## src/rtl/flash_pe_pkg.sv

```systemverilog
package flash_pe_pkg;
  localparam int CTL_W  = 5;
  localparam int B_EHV  = 0;
  localparam int B_ERS  = 1;
  localparam int B_PGM  = 2;
  localparam int B_ESUS = 3;
  localparam int B_PSUS = 4;

  typedef enum logic [2:0] {
    PH_IDLE, PH_RUN, PH_FINISH, PH_SUSPING, PH_SUSP, PH_RESUMING, PH_ABORT
  } phase_e;
endpackage

```

## src/rtl/flash_pe_timer.sv

```systemverilog
module flash_pe_timer #(
  parameter int CW = 6
) (
  input  logic          clk,
  input  logic          rst,
  input  logic          load,
  input  logic [CW-1:0] len,
  output logic          fire
);
  logic [CW-1:0] cnt;

  always_ff @(posedge clk) begin
    if (rst)             cnt <= '0;
    else if (load)       cnt <= len;
    else if (cnt != '0)  cnt <= cnt - 1'b1;
  end

  assign fire = (cnt == CW'(1));
endmodule

```

## src/rtl/flash_pe_wrgate.sv

```systemverilog
module flash_pe_wrgate
  import flash_pe_pkg::*;
(
  input  phase_e           ph,
  input  logic [CTL_W-1:0] ctl_q,
  input  logic             nested_q,
  input  logic             ilk_q,
  input  logic             aie,
  input  logic             we,
  input  logic [CTL_W-1:0] wd,
  output logic [CTL_W-1:0] ctl_n,
  output logic             launch,
  output logic             nest_go,
  output logic             abort,
  output logic             term,
  output logic             sus_go,
  output logic             res_go
);
  logic ehv_q, ers_q, pgm_q, esus_q, psus_q;
  logic ers_n, pgm_n, esus_n, psus_n, ehv_n;
  logic ehv_lock, start_ok;

  assign ehv_q  = ctl_q[B_EHV];
  assign ers_q  = ctl_q[B_ERS];
  assign pgm_q  = ctl_q[B_PGM];
  assign esus_q = ctl_q[B_ESUS];
  assign psus_q = ctl_q[B_PSUS];

  // mode bits first
  always_comb begin
    ers_n = ers_q;
    pgm_n = pgm_q;
    if (we && !ehv_q && ph == PH_IDLE) begin
      ers_n = wd[B_ERS];
      pgm_n = wd[B_PGM];
    end else if (we && !ehv_q && ph == PH_SUSP && esus_q && !nested_q) begin
      pgm_n = wd[B_PGM];
    end
  end

  // suspend bits second
  always_comb begin
    esus_n = esus_q;
    psus_n = psus_q;
    sus_go = 1'b0;
    res_go = 1'b0;
    if (we && ph == PH_RUN && ehv_q && !nested_q && !esus_q && !psus_q) begin
      if (wd[B_ESUS] && ers_q) begin
        esus_n = 1'b1;
        sus_go = 1'b1;
      end else if (wd[B_PSUS] && pgm_q && !ers_q) begin
        psus_n = 1'b1;
        sus_go = 1'b1;
      end
    end else if (we && ph == PH_SUSP && ehv_q && !nested_q) begin
      if (esus_q && !wd[B_ESUS] && !pgm_q) begin
        esus_n = 1'b0;
        res_go = 1'b1;
      end else if (psus_q && !wd[B_PSUS]) begin
        psus_n = 1'b0;
        res_go = 1'b1;
      end
    end
  end

  // enable bit last
  assign ehv_lock = sus_go || res_go ||
                    (ph inside {PH_SUSPING, PH_RESUMING, PH_ABORT});
  assign start_ok = ilk_q && !aie;

  always_comb begin
    ehv_n   = ehv_q;
    launch  = 1'b0;
    nest_go = 1'b0;
    abort   = 1'b0;
    term    = 1'b0;
    if (we && !ehv_lock && wd[B_EHV] != ehv_q) begin
      if (wd[B_EHV]) begin
        if (ph == PH_IDLE) begin
          if (start_ok && !esus_n && !psus_n && (ers_n || pgm_n)) begin
            ehv_n  = 1'b1;
            launch = 1'b1;
          end
        end else if (ph == PH_SUSP) begin
          if (esus_q && ers_n && pgm_n && !psus_q && !nested_q) begin
            if (start_ok) begin
              ehv_n   = 1'b1;
              nest_go = 1'b1;
            end
          end else begin
            ehv_n = 1'b1;
          end
        end
      end else begin
        if (ph == PH_RUN) begin
          ehv_n = 1'b0;
          abort = 1'b1;
        end else if (ph == PH_FINISH) begin
          ehv_n = 1'b0;
          term  = 1'b1;
        end else if (ph == PH_SUSP) begin
          ehv_n = 1'b0;
        end
      end
    end
  end

  always_comb begin
    ctl_n         = '0;
    ctl_n[B_EHV]  = ehv_n;
    ctl_n[B_ERS]  = ers_n;
    ctl_n[B_PGM]  = pgm_n;
    ctl_n[B_ESUS] = esus_n;
    ctl_n[B_PSUS] = psus_n;
  end
endmodule

```

## src/rtl/flash_pe_seq.sv

```systemverilog
module flash_pe_seq
  import flash_pe_pkg::*;
#(
  parameter int OP_LAT  = 20,
  parameter int SUS_LAT = 4,
  parameter int ABT_LAT = 3
) (
  input  logic             clk,
  input  logic             rst,
  input  logic             ctl_we,
  input  logic [CTL_W-1:0] ctl_wdata,
  input  logic             ilk_we,
  input  logic             aie,
  output logic [CTL_W-1:0] ctl_rdata,
  output logic             done,
  output logic             pass
);
  localparam int CW = $clog2(OP_LAT + SUS_LAT + ABT_LAT + 1);

  phase_e           ph, ph_n;
  logic [CTL_W-1:0] ctl_q, ctl_n;
  logic             nested_q, nested_n, ilk_q, ilk_n, pass_n;
  logic             launch, nest_go, abort, term, sus_go, res_go;
  logic             fire, t_load;
  logic [CW-1:0]    t_len;

  flash_pe_wrgate u_gate (
    .ph(ph), .ctl_q(ctl_q), .nested_q(nested_q), .ilk_q(ilk_q), .aie(aie),
    .we(ctl_we), .wd(ctl_wdata), .ctl_n(ctl_n), .launch(launch),
    .nest_go(nest_go), .abort(abort), .term(term), .sus_go(sus_go),
    .res_go(res_go)
  );

  flash_pe_timer #(.CW(CW)) u_tmr (
    .clk(clk), .rst(rst), .load(t_load), .len(t_len), .fire(fire)
  );

  always_comb begin
    ph_n = ph;
    unique case (ph)
      PH_IDLE:     if (launch) ph_n = PH_RUN;
      PH_RUN: begin
        if (sus_go)     ph_n = PH_SUSPING;
        else if (abort) ph_n = PH_ABORT;
        else if (fire)  ph_n = PH_FINISH;
      end
      PH_FINISH:   if (term) ph_n = nested_q ? PH_SUSP : PH_IDLE;
      PH_SUSPING:  if (fire) ph_n = PH_SUSP;
      PH_SUSP: begin
        if (nest_go)     ph_n = PH_RUN;
        else if (res_go) ph_n = PH_RESUMING;
      end
      PH_RESUMING: if (fire) ph_n = PH_RUN;
      PH_ABORT:    if (fire) ph_n = nested_q ? PH_SUSP : PH_IDLE;
      default:     ph_n = PH_IDLE;
    endcase
  end

  always_comb begin
    t_load = (ph_n != ph) &&
             (ph_n inside {PH_RUN, PH_SUSPING, PH_RESUMING, PH_ABORT});
    unique case (ph_n)
      PH_RUN:   t_len = CW'(OP_LAT);
      PH_ABORT: t_len = CW'(ABT_LAT);
      default:  t_len = CW'(SUS_LAT);
    endcase
  end

  always_comb begin
    nested_n = nested_q;
    if (nest_go) nested_n = 1'b1;
    else if ((ph == PH_FINISH && term) || (ph == PH_ABORT && fire))
      nested_n = 1'b0;

    ilk_n = ilk_q;
    if (launch || nest_go) ilk_n = 1'b0;
    else if (ilk_we && !ctl_q[B_EHV] && (ph == PH_IDLE || ph == PH_SUSP))
      ilk_n = 1'b1;

    pass_n = pass;
    if (ph == PH_RUN && ph_n == PH_FINISH) pass_n = 1'b1;
    else if (abort)                         pass_n = 1'b0;
  end

  always_ff @(posedge clk) begin
    if (rst) begin
      ph       <= PH_IDLE;
      ctl_q    <= '0;
      nested_q <= 1'b0;
      ilk_q    <= 1'b0;
      done     <= 1'b1;
      pass     <= 1'b0;
    end else begin
      ph       <= ph_n;
      ctl_q    <= ctl_n;
      nested_q <= nested_n;
      ilk_q    <= ilk_n;
      done     <= !(ph_n inside {PH_RUN, PH_SUSPING, PH_ABORT});
      pass     <= pass_n;
    end
  end

  assign ctl_rdata = ctl_q;
endmodule

```

## config.mk

```make
export PLATFORM = sky130hd
export DESIGN_NAME = flash_pe_seq
export DESIGN_NICKNAME = d
export VERILOG_FILES = /design/src/rtl/flash_pe_pkg.sv /design/src/rtl/flash_pe_timer.sv /design/src/rtl/flash_pe_wrgate.sv /design/src/rtl/flash_pe_seq.sv
export SDC_FILE = /design/constraint.sdc
export NUM_CORES = 1
export LEC_CHECK = 0
export BUFFER_PORTS_ARGS = -buffer_cell sky130_fd_sc_hd__buf_2
export CORE_UTILIZATION = 40
export DETAILED_ROUTE_END_ITERATION = 10
export PLACE_DENSITY = 0.67
export SKIP_LAST_GASP = 1
export SYNTH_ARGS = -nofsm -noshare
export SYNTH_HDL_FRONTEND = slang
export SYNTH_HIERARCHICAL = 1
export SYNTH_SLANG_ARGS = --single-unit
```

## constraint.sdc

```tcl
create_clock -name clk -period 3.83 [get_ports clk]
set_input_delay 0.5745 -clock clk [delete_from_list [all_inputs] [get_ports clk]]
set_output_delay 0.5745 -clock clk [all_outputs]
set_load 0.01 [all_outputs]
```

==> results.json, run 1 <==
{
  "outcome": "finished, final reports clean",
  "crit_path_start_kind": "register",
  "postSynthCellCount": 171,
  "finalClockSkew_ns": 0.00704,
  "most_numerous_cell_in_the_yosys_netlist": "nor2_1",
  "p_leak_nw": 0.539,
  "final_cell_area_mm2": 0.00149,
  "detailroute.via_count": 1276,
  "post_synth.cell_area_avg_um2": 8.04,
  "floorplan.core_area_mm2": 0.00315,
  "clkSlewWorstSetupHoldPaths_ns": 0.10,
  "post-place-ws_ns": 0.112,
  "post-route-drc-count": 0,
  "path_max_fanout": 12,
  "timing.hold.worst.class": "register to register",
  "clock-root-buffer": "clkbuf_4",
  "cp.required_ns": 4.06,
  "ioPinCount": 17,
  "wirelength_mm": 3.29,
  "synthesis.nets": 183,
  "global_routing_usage_summed_across_all_routing_layers_pct": 19.9,
  "max_cap_violations": 0,
  "layout.nets": 197,
  "post-route-period-util_pct": 88.5,
  "post_drt_via_cell_ratio": 5.60,
  "synthDistinctLibCells": 61,
  "area_delta_synth_final_pct": 8.46,
  "report.final.setup_viol": 0,
  "numClockSinks": 17,
  "gp_routability_congestion": 0.887,
  "async_set_or_reset_register_ratio_after_synthesis_pct": 0,
  "detail_route.wirelength.met1_mm": 1.59,
  "setup.worst_path.class": "register to register",
  "antenna_violating_nets_post_route": 0,
  "ys_top_cells_by_count": "nor2_1 (19), dfxtp_1 (17), inv_1 (13), nand2_1 (11), a21oi_1 (9)",
  "chipWidth_um": 60.6,
  "worst_pin_slew_ns": 0.485,
  "layout_min_cycle_time_ns": 3.39,
  "timing_max_transition_violations_final": 0,
  "tritoncts.num_buffers": 3,
  "grt_antenna_before_repair": 0,
  "worst_skew_pair.late_latency_ns": 0.29,
  "wl_met2_mm": 1.53,
  "setup.worst_path.end_class": "register",
  "dieHeight_um": 60.6,
  "diodes_inserted": 0,
  "drt_pre_antenna_iters": 4,
  "cts_tree": "built",
  "first_pass_grt_wire_length_mm": 5.48,
  "power-per-cell-area_mw_per_mm2": 347,
  "htreeDepth": 1,
  "grt_start_max_net_pins": 23,
  "portBuffers": 16,
  "place_area_mm2": 0.00146,
  "first_global_vias": 1197,
  "rsz0062_at_grt": "no",
  "detail_route.iter0.violations": 89,
  "finalHoldWorstSlack_ns": 0.487,
  "drive_gt1_share_pct": 21.2,
  "dr_wl_met3_um": 151,
  "syn_area_mm2": 0.00138,
  "ff_latch_count_synth": 17,
  "synthesis.yosys.warnings": 6,
  "global_route_overflow": 0,
  "cts.repair_timing.setup_buffer_count": 0,
  "synth-edff-count": 0,
  "highest_routing_layer_actually_used": "met4",
  "cts.path.max_buffers": 2,
  "die-area_mm2": 0.00368,
  "yosys.area.top_type_share_pct": 24.7,
  "post-dp-hpwl_mm": 2.50,
  "routed_wire_length_per_instance_um": 14.4,
  "clock.fmax_ghz": 0.295,
  "synth_top_cells_by_area": "dfxtp_1 (25%), nor2_1 (5.2%), mux2i_1 (3.6%), nor2b_1 (3.6%), inv_1 (3.5%)",
  "critical_path_arrival_ns": 3.62,
  "maxSlewHeadroom_pct": 67.2,
  "finalSetupTns_ns": 0,
  "yosysSeqAreaShare_pct": 24.7,
  "ir_worst_vdd_mv": 0.193,
  "worst_slack_ns": 0.440,
  "finalHoldViolCount": 0,
  "synth-main-ff-cell": "dfxtp_1",
  "starting_density_of_the_core_pct": 43.6,
  "placementRows": 20,
  "yosys.area.top_type": "dfxtp_1"
}
[flip-flops by register name, indices dropped and copies added (netlist names)]
signal / count
ph: 3
done: 1
nested_q: 1
pass: 1
u_tmr/cnt: 5
ilk_q: 1
ctl_rdata: 5
[kinds of logic (layout without fill, tap and decap cells)]
family                     after synthesis  count (layout)  synth area share (%)
and+or+nand+nor                         78              78                  35.9
AOI/OAI and AO/OA                       40              40                  21.7
buffers and inverters                   25              38                  10.0
DFF                                     17              17                  24.8
muxes                                    5               5                  3.64
xor gates and xnor gates                 3               3                  1.91
adders and majority gates                2               2                  1.82
other                                    1               1                 0.273
[metrics by stage]
step                      utilization (%)  std cells  total power [mW]
after global placement               46.3        224             0.409
after detailed placement             46.3        224             0.423
final                                47.3        228             0.517
after floorplan                         -        171             0.381
after CTS                            47.1        228             0.522
after global routing                 47.3        228             0.551
[cells in the final DEF (no fill, tap or decap), types with 5 or more instances in the layout]
cell type / Yosys / final
nand2_1: 11 / 11
o21ai_0: 7 / 7
dfxtp_1: 17 / 17
buf_4: 5 / 5
nor2b_1: 8 / 8
mux2i_1: 5 / 5
buf_2: 2 / 16
a21oi_1: 9 / 9
inv_1: 13 / 13
nor2_1: 19 / 19
[power breakdown]
group / total [mW] / internal, mW / switching, mW
sequential: 0.227 / 0.200 / 0.0268
clock: 0.0969 / 0.0405 / 0.0564
combinational: 0.194 / 0.102 / 0.0922
[repair_timing]
| item | in CTS | in global routing |
|---|---|---|
| endpoints found under the setup margin | 0 | 5 |
| gates resized for setup | 0 | 1 |
| hold buffers | 0 | 0 |
[path summary, 6_finish.rpt]
check | start | depth (start not counted) | slack, ns | endpoint
max | ph[2] | 13 | 0.44 | u_tmr/cnt[2]
min | pass | 1 | 0.49 | pass
max reg2reg | ph[2] | 13 | 0.44 | u_tmr/cnt[2]
min reg2reg | pass | 1 | 0.49 | pass
[layout make-up]
type	instances	area (um^2)
clock buffers	4	26.3
fillers	329	1660
inverters	13	48.8
multi-input cells	129	903
flip-flops and latches	17	340
well taps	44	55.1
repair buffers	21	118
[worst max-delay path, stage by stage, from the launching register on]
cell and delay [ns]:
dfxtp_1 0.52, inv_1 0.10, nor2_1 0.11, o21ai_0 0.17, or3_1 0.46, nor4b_1 0.34, buf_4 0.19, nand3b_1 0.07
a211oi_1 0.31, a211oi_2 0.13, nand2_1 0.13, o22ai_2 0.14, or3_2 0.51, a21oi_1 0.15
[routing by layer]
layer | track usage (%) | vias up
li1 | - | 641
met1 | 28.1 | 602
met2 | 31.9 | 31
met3 | 1.92 | 2
met4 | 6.82 | 0
met5 | 0 | -
No activity file was read; power rests on OpenSTA's default activity.
==> run 2, diff against run 1 <==
Clock period 3.83 ns to 3.5 ns, I/O delays scaled along.
==> run 2 against run 1 <==
Sequential power rose by 9.7%. Wire length up 0.21%. Fmax rose by 4.1%. Combinational power up 7%. Global-route usage down 0.053 points. Critical path type unchanged. Highest routed layer unchanged. Utilization increased by 1.0 points. Die area is the same. Via count increased by 2.0%. Critical path depth grew 1. Clock power up 14%. Sequential share of layout area fell by 0.49 points.
==> results.json, run 2 (synthesis results as in run 1) <==
{
  "antenna_violating_nets_post_route": 0,
  "total_area_of_multi_input_combinational_cells_um2": 897,
  "sequential_cell_area_um2": 340,
  "setup.worst_path.end_class": "register",
  "clkSlewWorstSetupHoldPaths_ns": 0.11,
  "gp_routability_congestion": 0.915,
  "wirelength_mm": 3.29,
  "numClockSinks": 17,
  "cp.required_ns": 3.68,
  "ioPinCount": 17,
  "detailroute.via_count": 1302,
  "post-dp-hpwl_mm": 2.49,
  "timing.rr.start": "ph[0]",
  "hold_buffers": 0,
  "floorplan.core_area_mm2": 0.00315,
  "post-place-ws_ns": 0.0960,
  "finalSetupTns_ns": 0,
  "max_cap_violations": 0,
  "timing_max_transition_violations_final": 0,
  "timing.hold.worst.class": "register to register",
  "htreeDepth": 1,
  "grt_start_max_net_pins": 23,
  "p_leak_nw": 0.563,
  "final_cell_area_mm2": 0.00152,
  "post_drt_via_cell_ratio": 5.59,
  "portBuffers": 16,
  "layout_min_cycle_time_ns": 3.26,
  "clock-root-buffer": "clkbuf_4",
  "tritoncts.num_buffers": 3,
  "routed_wire_length_per_instance_um": 14.1,
  "finalHoldWorstSlack_ns": 0.490,
  "detail_route.iter0.violations": 44,
  "rsz0062_at_grt": "no",
  "chipWidth_um": 60.6,
  "power-per-cell-area_mw_per_mm2": 372,
  "cts.repair_timing.setup_buffer_count": 0,
  "dieHeight_um": 60.6,
  "hold_start": "pass",
  "starting_density_of_the_core_pct": 43.6,
  "placementRows": 20,
  "finish.utilization_pct": 48.3,
  "grt_antenna_before_repair": 0,
  "place_area_mm2": 0.00150,
  "most-common-layout-cells": "nor2_1 (19), dfxtp_1 (17), buf_2 (16)",
  "outcome": "finished, final reports clean",
  "finalHoldViolCount": 0,
  "critical_path_arrival_ns": 3.44,
  "worst_slack_ns": 0.242,
  "path_max_fanout": 18,
  "crit_path_start_kind": "register",
  "global_route_overflow": 0,
  "cts.path.max_buffers": 2,
  "area_delta_synth_final_pct": 10.8,
  "cts_tree": "built",
  "ir_worst_vdd_mv": 0.222,
  "clock.fmax_ghz": 0.307,
  "worst_skew_pair.late_latency_ns": 0.29,
  "drive_gt1_share_pct": 23.3,
  "totalPowerFinal_uw": 567,
  "layout.nets": 202,
  "first_global_vias": 1188,
  "finalClockSkew_ns": 0.00343,
  "report.final.setup_viol": 0,
  "post-route-period-util_pct": 93.1,
  "first_pass_grt_wire_length_mm": 5.46,
  "post-route-drc-count": 0,
  "diodes_inserted": 0,
  "numPlacedInstances": 229,
  "global_routing_usage_summed_across_all_routing_layers_pct": 19.9,
  "mostFrequentLayoutCell": "nor2_1",
  "drt_pre_antenna_iters": 4,
  "critPathLaunch": "ph[0]",
  "final_cells": 233,
  "die-area_mm2": 0.00368,
  "layout.filler_cells": 319,
  "setup.worst_path.class": "register to register",
  "post_cts_resized": 0
}
[run 2: changes by cell type in the layout (fill, tap and decap cells not counted), sizes merged]
cell    before  now
clkbuf       4    3
clkinv       0    1
buf         21   26
[run 2: power breakdown]
part           leakage (nW)  internal [mW]  switching (mW)
Sequential            0.139          0.219          0.0300
Clock                0.0177         0.0425          0.0679
Combinational         0.407          0.114          0.0939
Total                 0.563          0.375           0.192
[run 2: path summary, 6_finish.rpt]
check / to / slack [ns] / depth (start not counted)
max: u_tmr/cnt[0] / 0.24 / 14
min: pass / 0.49 / 1
max reg2reg: u_tmr/cnt[0] / 0.24 / 14
min reg2reg: pass / 0.49 / 1
[run 2: worst max-delay path, cell delays in order (launching register included)]
cell	delay, ns
dfxtp_1	0.39
buf_4	0.22
or3b_1	0.47
o41ai_2	0.29
o31ai_1	0.17
a2111o_1	0.40
nor2_1	0.21
nand2b_2	0.09
o21ai_0	0.15
a22o_2	0.17
nand2_1	0.06
o22ai_1	0.13
buf_4	0.19
or4_1	0.12
o211ai_1	0.08
[run 2: area by class of cell]
type,count,area share [%]
multi-input cells,129,58.9
inverters,13,3.20
clock inverters,1,0.328
clock buffers,3,1.48
repair buffers,26,10.2
well taps,44,3.61
flip-flops and latches,17,22.3
[run 2: metal layers]
metal  vias to the layer above  part of all wire, %  global-route usage, %
met5                         -                    0                      0
met4                         0                  1.9                   8.44
met3                         9                  3.3                   2.56
met2                        26                   43                   30.6
met1                       611                   51                   27.9
li1                        656                    -                      -
==> run 3, diff against run 2 <==
Settings changed: GPL_TIMING_DRIVEN set to 0.
Clock period 3.5 ns to 4.2 ns, I/O delays scaled along.
==> run 3 against run 2 <==
Clock skew down 0.0016 ns. Clock power decreased by 21%. Fmax down 14%. Power is 18% lower. Setup slack gained 0.16 ns. Die area unchanged. Critical path depth shrank 1. Cell count grew 0.86%. Critical endpoint unchanged. Highest routed layer unchanged.
==> results.json, run 3 (synthesis results as in run 1) <==
{
  "wirelength_mm": 3.17,
  "ioPinCount": 17,
  "numClockSinks": 17,
  "cts.repair_timing.setup_buffer_count": 0,
  "critPathMaxStageDelay_ns": 0.65,
  "post-route-period-util_pct": 90.5,
  "portBuffers": 16,
  "finalHoldWorstSlack_ns": 0.491,
  "totalPowerFinal_uw": 466,
  "gp_routability_congestion": 0.858,
  "critical_path_arrival_ns": 4.02,
  "maxSlewHeadroom_pct": 62.2,
  "global_route_overflow": 0,
  "diodes_inserted": 0,
  "drt_pre_antenna_iters": 4,
  "place_area_mm2": 0.00151,
  "crit_path_start_kind": "register",
  "first_pass_grt_wire_length_mm": 5.39,
  "finish.utilization_pct": 48.9,
  "max_cap_violations": 0,
  "dieHeight_um": 60.6,
  "layout_min_cycle_time_ns": 3.80,
  "cts_tree": "built",
  "die-area_mm2": 0.00368,
  "routed_wire_length_per_instance_um": 13.5,
  "first_global_vias": 1189,
  "cp.required_ns": 4.42,
  "timing_max_transition_violations_final": 0,
  "global_routing_usage_summed_across_all_routing_layers_pct": 19.3,
  "post-place-ws_ns": 0.0466,
  "post_cts_resized": 0,
  "area_delta_synth_final_pct": 12.2,
  "power-per-cell-area_mw_per_mm2": 302,
  "final_cells": 235,
  "ir_worst_vdd_mv": 0.169,
  "detail_route.iter0.violations": 64,
  "timing.hold.worst.class": "register to register",
  "tritoncts.num_buffers": 3,
  "timing.critical_path.max_delay_family": "simple AND/OR/NAND/NOR gates",
  "critPathSlowestCell": "dfxtp_1",
  "post-dp-hpwl_mm": 2.41,
  "outcome": "finished, final reports clean",
  "most-common-layout-cells": "nor2_1 (19), buf_2 (18), dfxtp_1 (17)",
  "setup.worst_path.end_class": "register",
  "timing.reg2reg.setup_slack_ns": 0.40,
  "p_leak_nw": 0.567,
  "drive_gt1_share_pct": 23.0,
  "chipWidth_um": 60.6,
  "report.final.setup_viol": 0,
  "grt_antenna_before_repair": 0,
  "detailroute.via_count": 1310,
  "critical_path_buf_inv_count": 1,
  "worst_skew_pair.late_latency_ns": 0.29,
  "post_drt_via_cell_ratio": 5.57,
  "hold_buffers": 0,
  "layout.nets": 204,
  "numPlacedInstances": 231,
  "post-route-drc-count": 0,
  "cts.path.max_buffers": 2,
  "finalSetupTns_ns": 0,
  "placementRows": 20,
  "setup.worst_path.class": "register to register",
  "grt_start_max_net_pins": 17,
  "path_max_fanout": 16,
  "starting_density_of_the_core_pct": 43.6,
  "floorplan.core_area_mm2": 0.00315,
  "rsz0062_at_grt": "no",
  "clkSlewWorstSetupHoldPaths_ns": 0.09,
  "final_cell_area_mm2": 0.00154,
  "clock.fmax_ghz": 0.263,
  "crit_path_cell_trace": "xor2_1 -> nor2_1 -> o21ai_0 -> or3_1 -> nor4b_1 -> nand3b_1 -> a211oi_1 -> a211oi_2 -> nand2_1 -> o22ai_1 -> clkbuf_1 -> or4b_1 -> o211ai_1",
  "worst_slack_ns": 0.401,
  "finalClockSkew_ns": 0.00187,
  "worst_pin_slew_ns": 0.559,
  "htreeDepth": 1,
  "clock-root-buffer": "clkbuf_4",
  "finalHoldViolCount": 0,
  "mostFrequentLayoutCell": "nor2_1",
  "antenna_violating_nets_post_route": 0
}
[run 3: cell types whose count changed in the layout (fill, tap and decap cells not counted)]
| cell | change |
|---|---|
| buf_1 | +1 |
| buf_2 | +2 |
| buf_4 | -5 |
| buf_6 | +3 |
| clkbuf_1 | +2 |
| clkinv_2 | -1 |
| nor4b_1 | -1 |
| nor4b_2 | +1 |
[run 3: report_power, final]
part	internal, mW	switching [mW]	leakage (nW)
clock network	0.0370	0.0504	0.0150
logic	0.0954	0.0771	0.414
registers	0.182	0.0233	0.139
[run 3: layout make-up]
| cell class | count | area [um^2] |
|---|---|---|
| well taps | 44 | 55.1 |
| flip-flops and latches | 17 | 340 |
| repair buffers | 16 | 80.1 |
| multi-input cells | 129 | 903 |
| fillers | 314 | 1610 |
| inverters | 13 | 48.8 |
| clock buffers | 4 | 26.3 |
| plain buffers | 12 | 88.8 |
[run 3: path summary, 6_finish.rpt]
kind / start / end / cells past startpoint
max reg2reg: ph[1] / u_tmr/cnt[0] / 13
min: pass / pass / 1
max: ph[1] / u_tmr/cnt[0] / 13
min reg2reg: pass / pass / 1
[run 3: per-layer routing]
layer  vias up  wire length [um]  global-route usage [%]
li1        656                 -                       -
met3         7               107                    2.13
met2        31              1420                    29.0
met1       616              1590                    27.4
met5         -                 0                       0
met4         0                57                    9.42
[run 3: worst reg2reg max path: cells and delay by family (launching register included)]
| family | cells | cell delay [ns] |
|---|---|---|
| AND/OR/NAND/NOR | 6 | 1.85 |
| AO/OA/AOI/OAI | 5 | 0.84 |
| flip-flops | 1 | 0.65 |
| buffers and inverters | 1 | 0.23 |
| XOR/XNOR | 1 | 0.16 |
